==> src/rtl/lmfc_pkg.sv <==
package lmfc_pkg;
  // default limits for the multiframe configuration
  localparam int unsigned LMFC_F_MAX_DEF = 16;
  localparam int unsigned LMFC_K_MAX_DEF = 32;
  // octets carried per core-clock cycle
  localparam int unsigned LMFC_OCT_PER_CLK_DEF = 4;
  // synchronizer depth for the reference input
  localparam int unsigned LMFC_SYNC_STAGES_DEF = 2;
endpackage

==> src/rtl/lmfc_cfg_decode.sv <==
module lmfc_cfg_decode #(
  parameter int unsigned F_MAX       = 16,
  parameter int unsigned K_MAX       = 32,
  parameter int unsigned OCT_PER_CLK = 4,
  parameter int unsigned FW          = 5,
  parameter int unsigned KW          = 6,
  parameter int unsigned CW          = 8
) (
  input  logic [FW-1:0] cfg_f,
  input  logic [KW-1:0] cfg_k,
  input  logic [KW-1:0] cfg_rbd,
  output logic [CW-1:0] last,
  output logic [CW-1:0] rel_pos,
  output logic          cfg_ok
);
  localparam int unsigned PW = FW + KW;

  logic [PW-1:0] mf_oct;
  logic [PW-1:0] rel_oct;
  logic [CW-1:0] mf_len;
  logic [CW-1:0] rel_clk;

  always_comb begin
    mf_oct  = PW'(cfg_k) * PW'(cfg_f);
    rel_oct = PW'(cfg_rbd) * PW'(cfg_f);
    mf_len  = CW'(mf_oct / PW'(OCT_PER_CLK));
    rel_clk = CW'(rel_oct / PW'(OCT_PER_CLK));
    cfg_ok  = (cfg_f != '0) && (cfg_k != '0) &&
              (cfg_f <= FW'(F_MAX)) && (cfg_k <= KW'(K_MAX)) &&
              (cfg_rbd <= cfg_k) &&
              ((mf_oct % PW'(OCT_PER_CLK)) == '0);
    last    = mf_len - 1'b1;
    // a delay of a full multiframe lands on the next boundary
    rel_pos = (rel_clk >= mf_len) ? '0 : rel_clk;
  end
endmodule

==> src/rtl/lmfc_sysref_sync.sv <==
module lmfc_sysref_sync #(
  parameter int unsigned STAGES = 2
) (
  input  logic clk,
  input  logic rst_n,
  input  logic sysref,
  output logic rise
);
  logic [STAGES:0] sh_q;
  logic [STAGES:0] sh_d;

  always_comb begin
    sh_d = {sh_q[STAGES-1:0], sysref};
  end

  always_ff @(posedge clk or negedge rst_n) begin
    if (!rst_n) sh_q <= '0;
    else        sh_q <= sh_d;
  end

  assign rise = sh_q[STAGES-1] & ~sh_q[STAGES];

  // a detected rise lasts a single cycle
  p_edge_single_r2: assert property (@(posedge clk) disable iff (!rst_n)
    rise |=> !rise);
endmodule

==> src/rtl/lmfc_mf_counter.sv <==
module lmfc_mf_counter #(
  parameter int unsigned CW = 8
) (
  input  logic          clk,
  input  logic          rst_n,
  input  logic          cfg_ok,
  input  logic [CW-1:0] last,
  input  logic [CW-1:0] rel_pos,
  input  logic          realign_all,
  input  logic          sysref_rise,
  output logic          mf_tick,
  output logic          buf_release,
  output logic          phase_err
);
  logic [CW-1:0] cnt_q, cnt_d;
  logic          aligned_q, aligned_d;
  logic          err_q, err_d;
  logic          at_end;
  logic          take;

  always_comb begin
    at_end    = (cnt_q >= last);
    take      = sysref_rise && (!aligned_q || realign_all);
    cnt_d     = at_end ? '0 : cnt_q + 1'b1;
    aligned_d = aligned_q;
    err_d     = 1'b0;
    if (!cfg_ok) begin
      cnt_d     = '0;
      aligned_d = 1'b0;
    end else begin
      // in phase only when detected in the final word of the multiframe
      err_d = sysref_rise && aligned_q && !at_end;
      if (take) begin
        cnt_d     = '0;
        aligned_d = 1'b1;
      end
    end
  end

  always_ff @(posedge clk or negedge rst_n) begin
    if (!rst_n) begin
      cnt_q     <= '0;
      aligned_q <= 1'b0;
      err_q     <= 1'b0;
    end else begin
      cnt_q     <= cnt_d;
      aligned_q <= aligned_d;
      err_q     <= err_d;
    end
  end

  assign mf_tick     = cfg_ok && (cnt_q == '0);
  assign buf_release = cfg_ok && aligned_q && (cnt_q == rel_pos);
  assign phase_err   = err_q;

  // the count stays inside the multiframe while the length is steady
  p_cnt_bound_r1: assert property (@(posedge clk) disable iff (!rst_n)
    (cfg_ok && $past(cfg_ok) && $stable(last)) |-> (cnt_q <= last));
  // the first reference edge sets the phase to zero
  p_first_align_r3: assert property (@(posedge clk) disable iff (!rst_n)
    (cfg_ok && sysref_rise && !aligned_q) |=> (cnt_q == '0) && aligned_q);
  // the first reference edge never reports an error
  p_first_no_err_r3: assert property (@(posedge clk) disable iff (!rst_n)
    (sysref_rise && !aligned_q) |=> !phase_err);
  // every edge realigns in continuous mode
  p_resync_zero_r5: assert property (@(posedge clk) disable iff (!rst_n)
    (cfg_ok && sysref_rise && realign_all) |=> (cnt_q == '0));
  // the error flag is a single-cycle pulse
  p_err_single_r4: assert property (@(posedge clk) disable iff (!rst_n)
    phase_err |=> !phase_err);
  // a refused configuration clears the alignment state
  p_cfg_hold_r9: assert property (@(posedge clk) disable iff (!rst_n)
    !cfg_ok |=> (cnt_q == '0) && !aligned_q && !phase_err);
endmodule

==> src/rtl/lmfc_gen.sv <==
module lmfc_gen
  import lmfc_pkg::*;
#(
  parameter int unsigned F_MAX       = LMFC_F_MAX_DEF,
  parameter int unsigned K_MAX       = LMFC_K_MAX_DEF,
  parameter int unsigned OCT_PER_CLK = LMFC_OCT_PER_CLK_DEF,
  parameter int unsigned SYNC_STAGES = LMFC_SYNC_STAGES_DEF,
  localparam int unsigned FW = $clog2(F_MAX + 1),
  localparam int unsigned KW = $clog2(K_MAX + 1),
  localparam int unsigned CW = $clog2(F_MAX * K_MAX / OCT_PER_CLK + 1)
) (
  input  logic          clk,
  input  logic          rst_n,
  input  logic          sysref,
  input  logic [FW-1:0] cfg_frame_octets,
  input  logic [KW-1:0] cfg_frames_per_mf,
  input  logic [KW-1:0] cfg_release_delay,
  input  logic          cfg_realign_always,
  output logic          mf_tick,
  output logic          buf_release,
  output logic          sysref_phase_err,
  output logic          cfg_invalid
);
  logic [CW-1:0] last;
  logic [CW-1:0] rel_pos;
  logic          cfg_ok;
  logic          sysref_rise;

  lmfc_cfg_decode #(
    .F_MAX(F_MAX), .K_MAX(K_MAX), .OCT_PER_CLK(OCT_PER_CLK),
    .FW(FW), .KW(KW), .CW(CW)
  ) u_dec (
    .cfg_f   (cfg_frame_octets),
    .cfg_k   (cfg_frames_per_mf),
    .cfg_rbd (cfg_release_delay),
    .last    (last),
    .rel_pos (rel_pos),
    .cfg_ok  (cfg_ok)
  );

  lmfc_sysref_sync #(.STAGES(SYNC_STAGES)) u_sync (
    .clk    (clk),
    .rst_n  (rst_n),
    .sysref (sysref),
    .rise   (sysref_rise)
  );

  lmfc_mf_counter #(.CW(CW)) u_cnt (
    .clk         (clk),
    .rst_n       (rst_n),
    .cfg_ok      (cfg_ok),
    .last        (last),
    .rel_pos     (rel_pos),
    .realign_all (cfg_realign_always),
    .sysref_rise (sysref_rise),
    .mf_tick     (mf_tick),
    .buf_release (buf_release),
    .phase_err   (sysref_phase_err)
  );

  assign cfg_invalid = !cfg_ok;
endmodule

==> config.mk <==
export PLATFORM = sky130hd
export DESIGN_NAME = lmfc_gen
export DESIGN_NICKNAME = d
export VERILOG_FILES = /design/src/rtl/lmfc_pkg.sv /design/src/rtl/lmfc_cfg_decode.sv /design/src/rtl/lmfc_sysref_sync.sv /design/src/rtl/lmfc_mf_counter.sv /design/src/rtl/lmfc_gen.sv
export SDC_FILE = /design/constraint.sdc
export NUM_CORES = 1
export LEC_CHECK = 0
export BUFFER_PORTS_ARGS = -buffer_cell sky130_fd_sc_hd__clkbuf_2
export CAP_MARGIN = 5
export CORE_MARGIN = 2
export CORE_UTILIZATION = 50
export CTS_BUF_LIST = sky130_fd_sc_hd__clkbuf_4 sky130_fd_sc_hd__clkbuf_8
export DETAILED_ROUTE_END_ITERATION = 8
export GPL_TIMING_DRIVEN = 0
export HOLD_SLACK_MARGIN = 0.03
export PLACE_DENSITY = 0.78
export SKIP_LAST_GASP = 1
export SLEW_MARGIN = 30
export SYNTH_ARGS = -nofsm -noshare
export SYNTH_HDL_FRONTEND = slang
export SYNTH_HIERARCHICAL = 1
export SYNTH_SLANG_ARGS = --single-unit
==> constraint.sdc <==
create_clock -name clk -period 15.8 [get_ports clk]
set_input_delay 2.37 -clock clk [delete_from_list [all_inputs] [get_ports clk]]
set_output_delay 2.37 -clock clk [all_outputs]
set_load 0.01 [all_outputs]
==> flow_summary.yaml <==
grt:
  grt_max_degree: 14
  antenna_found_initial: 0
  grt_usage_pct: 19.3
  grt_first_pass_wirelength_um: 11500
  gr-total-overflow: 0
  grt_pass1_vias: 2567
floorplanning:
  dieArea_um2: 6900
  num_rows: 28
  fp.dieH_um: 83.1
  die_w_um: 83.1
  initial_core_util_pct: 52.2
  core_area_um2: 5990
  pin_count: 25
yosys:
  synth_edf_count: 0
  synth_simple_gate_area_share_pct: 24.0
  syn_area_um2: 3130
  async_flop_share_pct: 100
  synthAdderAreaFrac_pct: 37.7
  ys_seq_area_share_pct: 10.4
  synth-xor-area-share_pct: 10.1
  syn_nets: 468
  ys.flop_type: "dfrtp_1"
  ys_warn_count: 6
  ys_seq_elements: 13
  syn_inst: 366
  synth.area.mux_share_pct: 0
  synth-compound-area-share_pct: 10.9
  avgSynthCellArea_um2: 8.54
  synth_top_family_by_area: "adder cells"
  netlist-cell-type-count: 44
setup_path:
  arrival_ns: 8.04
  worstPathRequired_ns: 13.43
  critPathTopFamily: "adder cells"
  crit_path_top_delay_cell: "fa_1"
  path_max_fanout: 10
  max_stage_delay_ns: 0.55
  startpoint_type: "input pin"
  crit_path_frequent_cell: "fa_1"
  cp_num_buf_inv: 5
  end_kind: "output port"
  crit_chain: "clkbuf_2 -> clkbuf_1 -> nand2_1 -> fa_1 -> fa_1 -> fa_1 -> inv_1 -> ha_1 -> a211oi_1 -> o21bai_1 -> a21oi_1 -> xnor2_1 -> inv_1 -> ha_1 -> a21oi_1 -> nand2_1 -> a41oi_1 -> a21oi_2 -> o21a_4 -> nor3b_2 -> xnor2_1 -> nand4_1 -> nor3_1 -> clkbuf_2"
  critPathKind: "in2out"
detailed_routing:
  remaining_drc_errors: 0
  num_vias: 2561
  routed_wl_um: 6240
  wire_per_inst_um: 13.3
  viasPerCell: 5.46
  firstDrtPassIters: 5
  drtIter0Drc: 216
  ant_nets: 0
timing:
  post-route-min-period_ns: 10.41
  skew_ns: 0.00351
  hold_viol: 0
  setup_violations: 0
  fin_ws_ns: 5.39
  fin_crit_sh_pct: 65.9
  setup-tns-final_ns: 0
  max_freq_ghz: 0.0961
  slew_viol_final: 0
  tightestPinTransition_ns: 0.724
  slew_headroom_pct: 51.3
  rsz0062_at_grt: "no"
place:
  port_buffers: 24
  dp_slack_ns: 5.47
  dpl.hpwl_um: 5300
  place.gp.congestion: 0.917
finish:
  n_antenna_cell: 0
  final_nets: 497
  seqCellArea_um2: 325
  layout_commonest_cell: "ha_1"
  layout_common_cells: "ha_1, inv_1, nand2_1"
  synthToLayoutAreaGrowth_pct: 8.60
  fillers: 524
  multi_input_area_um2: 2590
  drive_gt1_share_pct: 11.4
clocking:
  cts-root-buf: "clkbuf_8"
  cts_setup_buffers: 0
  path_clk_slew_ns: 0.06
  htree_levels: 1
  clock_latency_ns: 0.24
  cts_buffers: 3
  cts_resized: 0
  clock_sinks: 13
  cts_hold_buffers: 0
  clockBufferDepth: 2
  cts_tree: "yes"
power:
  leakagePower_nw: 1.69
  ir_worst_vdd_v: 0.0000630
  p_per_area_nw_per_um2: 97.0
  finalPower_uw: 329
worst_hold_path:
  hold_path_class: "reg2reg"
status:
  status: "complete, no violations"
run:
  max-cap-violations: 0
cell usage after synthesis, types with 2 or more instances:
master     n  area, µm²
a31oi_1    2       12.5
and2_1    28        175
inv_1     51        191
a211oi_1   4       30.0
nor3b_2    5       62.6
nor4_1     3       18.8
nand4_1    6       37.5
nor2b_1    4       25.0
o21a_1     4       30.0
and3_1     4       25.0
ha_1      59        738
xor2_1     9       78.8
nor2_1    18       67.6
nor3b_1    3       22.5
nor3_1    10       50.1
o21ai_0    8       40.0
a21o_1     3       22.5
nand3_1   10       50.1
fa_1      22        440
clkbuf_1   5       18.8
a211oi_2   2       25.0
dfrtp_1   13        325
a21oi_1   10       50.1
nand2_1   37        139
xnor2_1   27        236
registers in the layout (all words and copies together) (netlist names):
signal	flops
u_sync/sh_q	3
u_cnt/cnt_q	8
u_cnt/phase_err	1
u_cnt/aligned_q	1
worst paths after layout:
path                                               start                        to  slack, ns  cells after the start
worst max-delay path                 cfg_frame_octets[4]               buf_release       5.39                     24
worst min-delay path            u_sync/sh_q[0]$_DFF_PN0_  u_sync/sh_q[1]$_DFF_PN0_       0.36                      0
worst max register to register  u_cnt/cnt_q[0]$_DFF_PN0_  u_cnt/cnt_q[6]$_DFF_PN0_      13.97                      6
worst min register to register  u_sync/sh_q[0]$_DFF_PN0_  u_sync/sh_q[1]$_DFF_PN0_       0.36                      0
max in group asynchronous                          rst_n  u_cnt/cnt_q[6]$_DFF_PN0_      13.55                      1
min in group asynchronous                          rst_n  u_cnt/cnt_q[3]$_DFF_PN0_       2.01                      1
cell families after synthesis:
| family | after synthesis |
|---|---|
| DFF | 13 |
| adders and majority gates | 81 |
| AOI/OAI and AO/OA | 43 |
| and+or+nand+nor | 136 |
| buffers and inverters | 57 |
| xor gates and xnor gates | 36 |
final cells by class:
cell class              instances  share of cell area, %
repair buffers                 24                   3.54
flip-flops and latches         13                   9.58
plain buffers                   6                  0.663
well taps                      75                   2.76
inverters                      51                   5.64
clock buffers                   4                   1.44
multi-input cells             296                   76.4
power breakdown:
group | total [mW] | leakage, nW | switching, mW | internal (mW)
logic | 0.263 | 1.49 | 0.147 | 0.116
registers | 0.0344 | 0.174 | 0.000499 | 0.0339
clock network | 0.0319 | 0.0262 | 0.0123 | 0.0195
total | 0.329 | 1.69 | 0.160 | 0.169
worst reg2reg max path, stage by stage (launching register included):
cell       delay (ns)
dfrtp_1          0.43
inv_1            0.10
ha_1             0.27
nand2b_4         0.15
a2111oi_4        0.39
o31ai_4          0.17
nor3_1           0.23
per-layer routing:
metal	track usage (%)	part of all wire (%)	vias to the layer above
li1	-	-	1286
met2	32.9	48	33
met4	3.58	0.96	0
met1	26.7	48	1238
met3	2.29	2.8	4
met5	0	0	-
stage by stage:
| stage | utilization [%] | area, µm² | cells | hold slack [ns] |
|---|---|---|---|---|
| CTS | 56.7 | 3400 | 469 | 0.356 |
| detailed placement | 55.9 | 3350 | 465 | 0.339 |
| global placement | 55.8 | 3340 | 465 | 0.335 |
| floorplan | - | 3130 | 366 | 0.331 |
| finish | 56.7 | 3400 | 469 | 0.359 |
| global route | 56.7 | 3400 | 469 | 0.360 |
(Power assumes the default switching activity.)
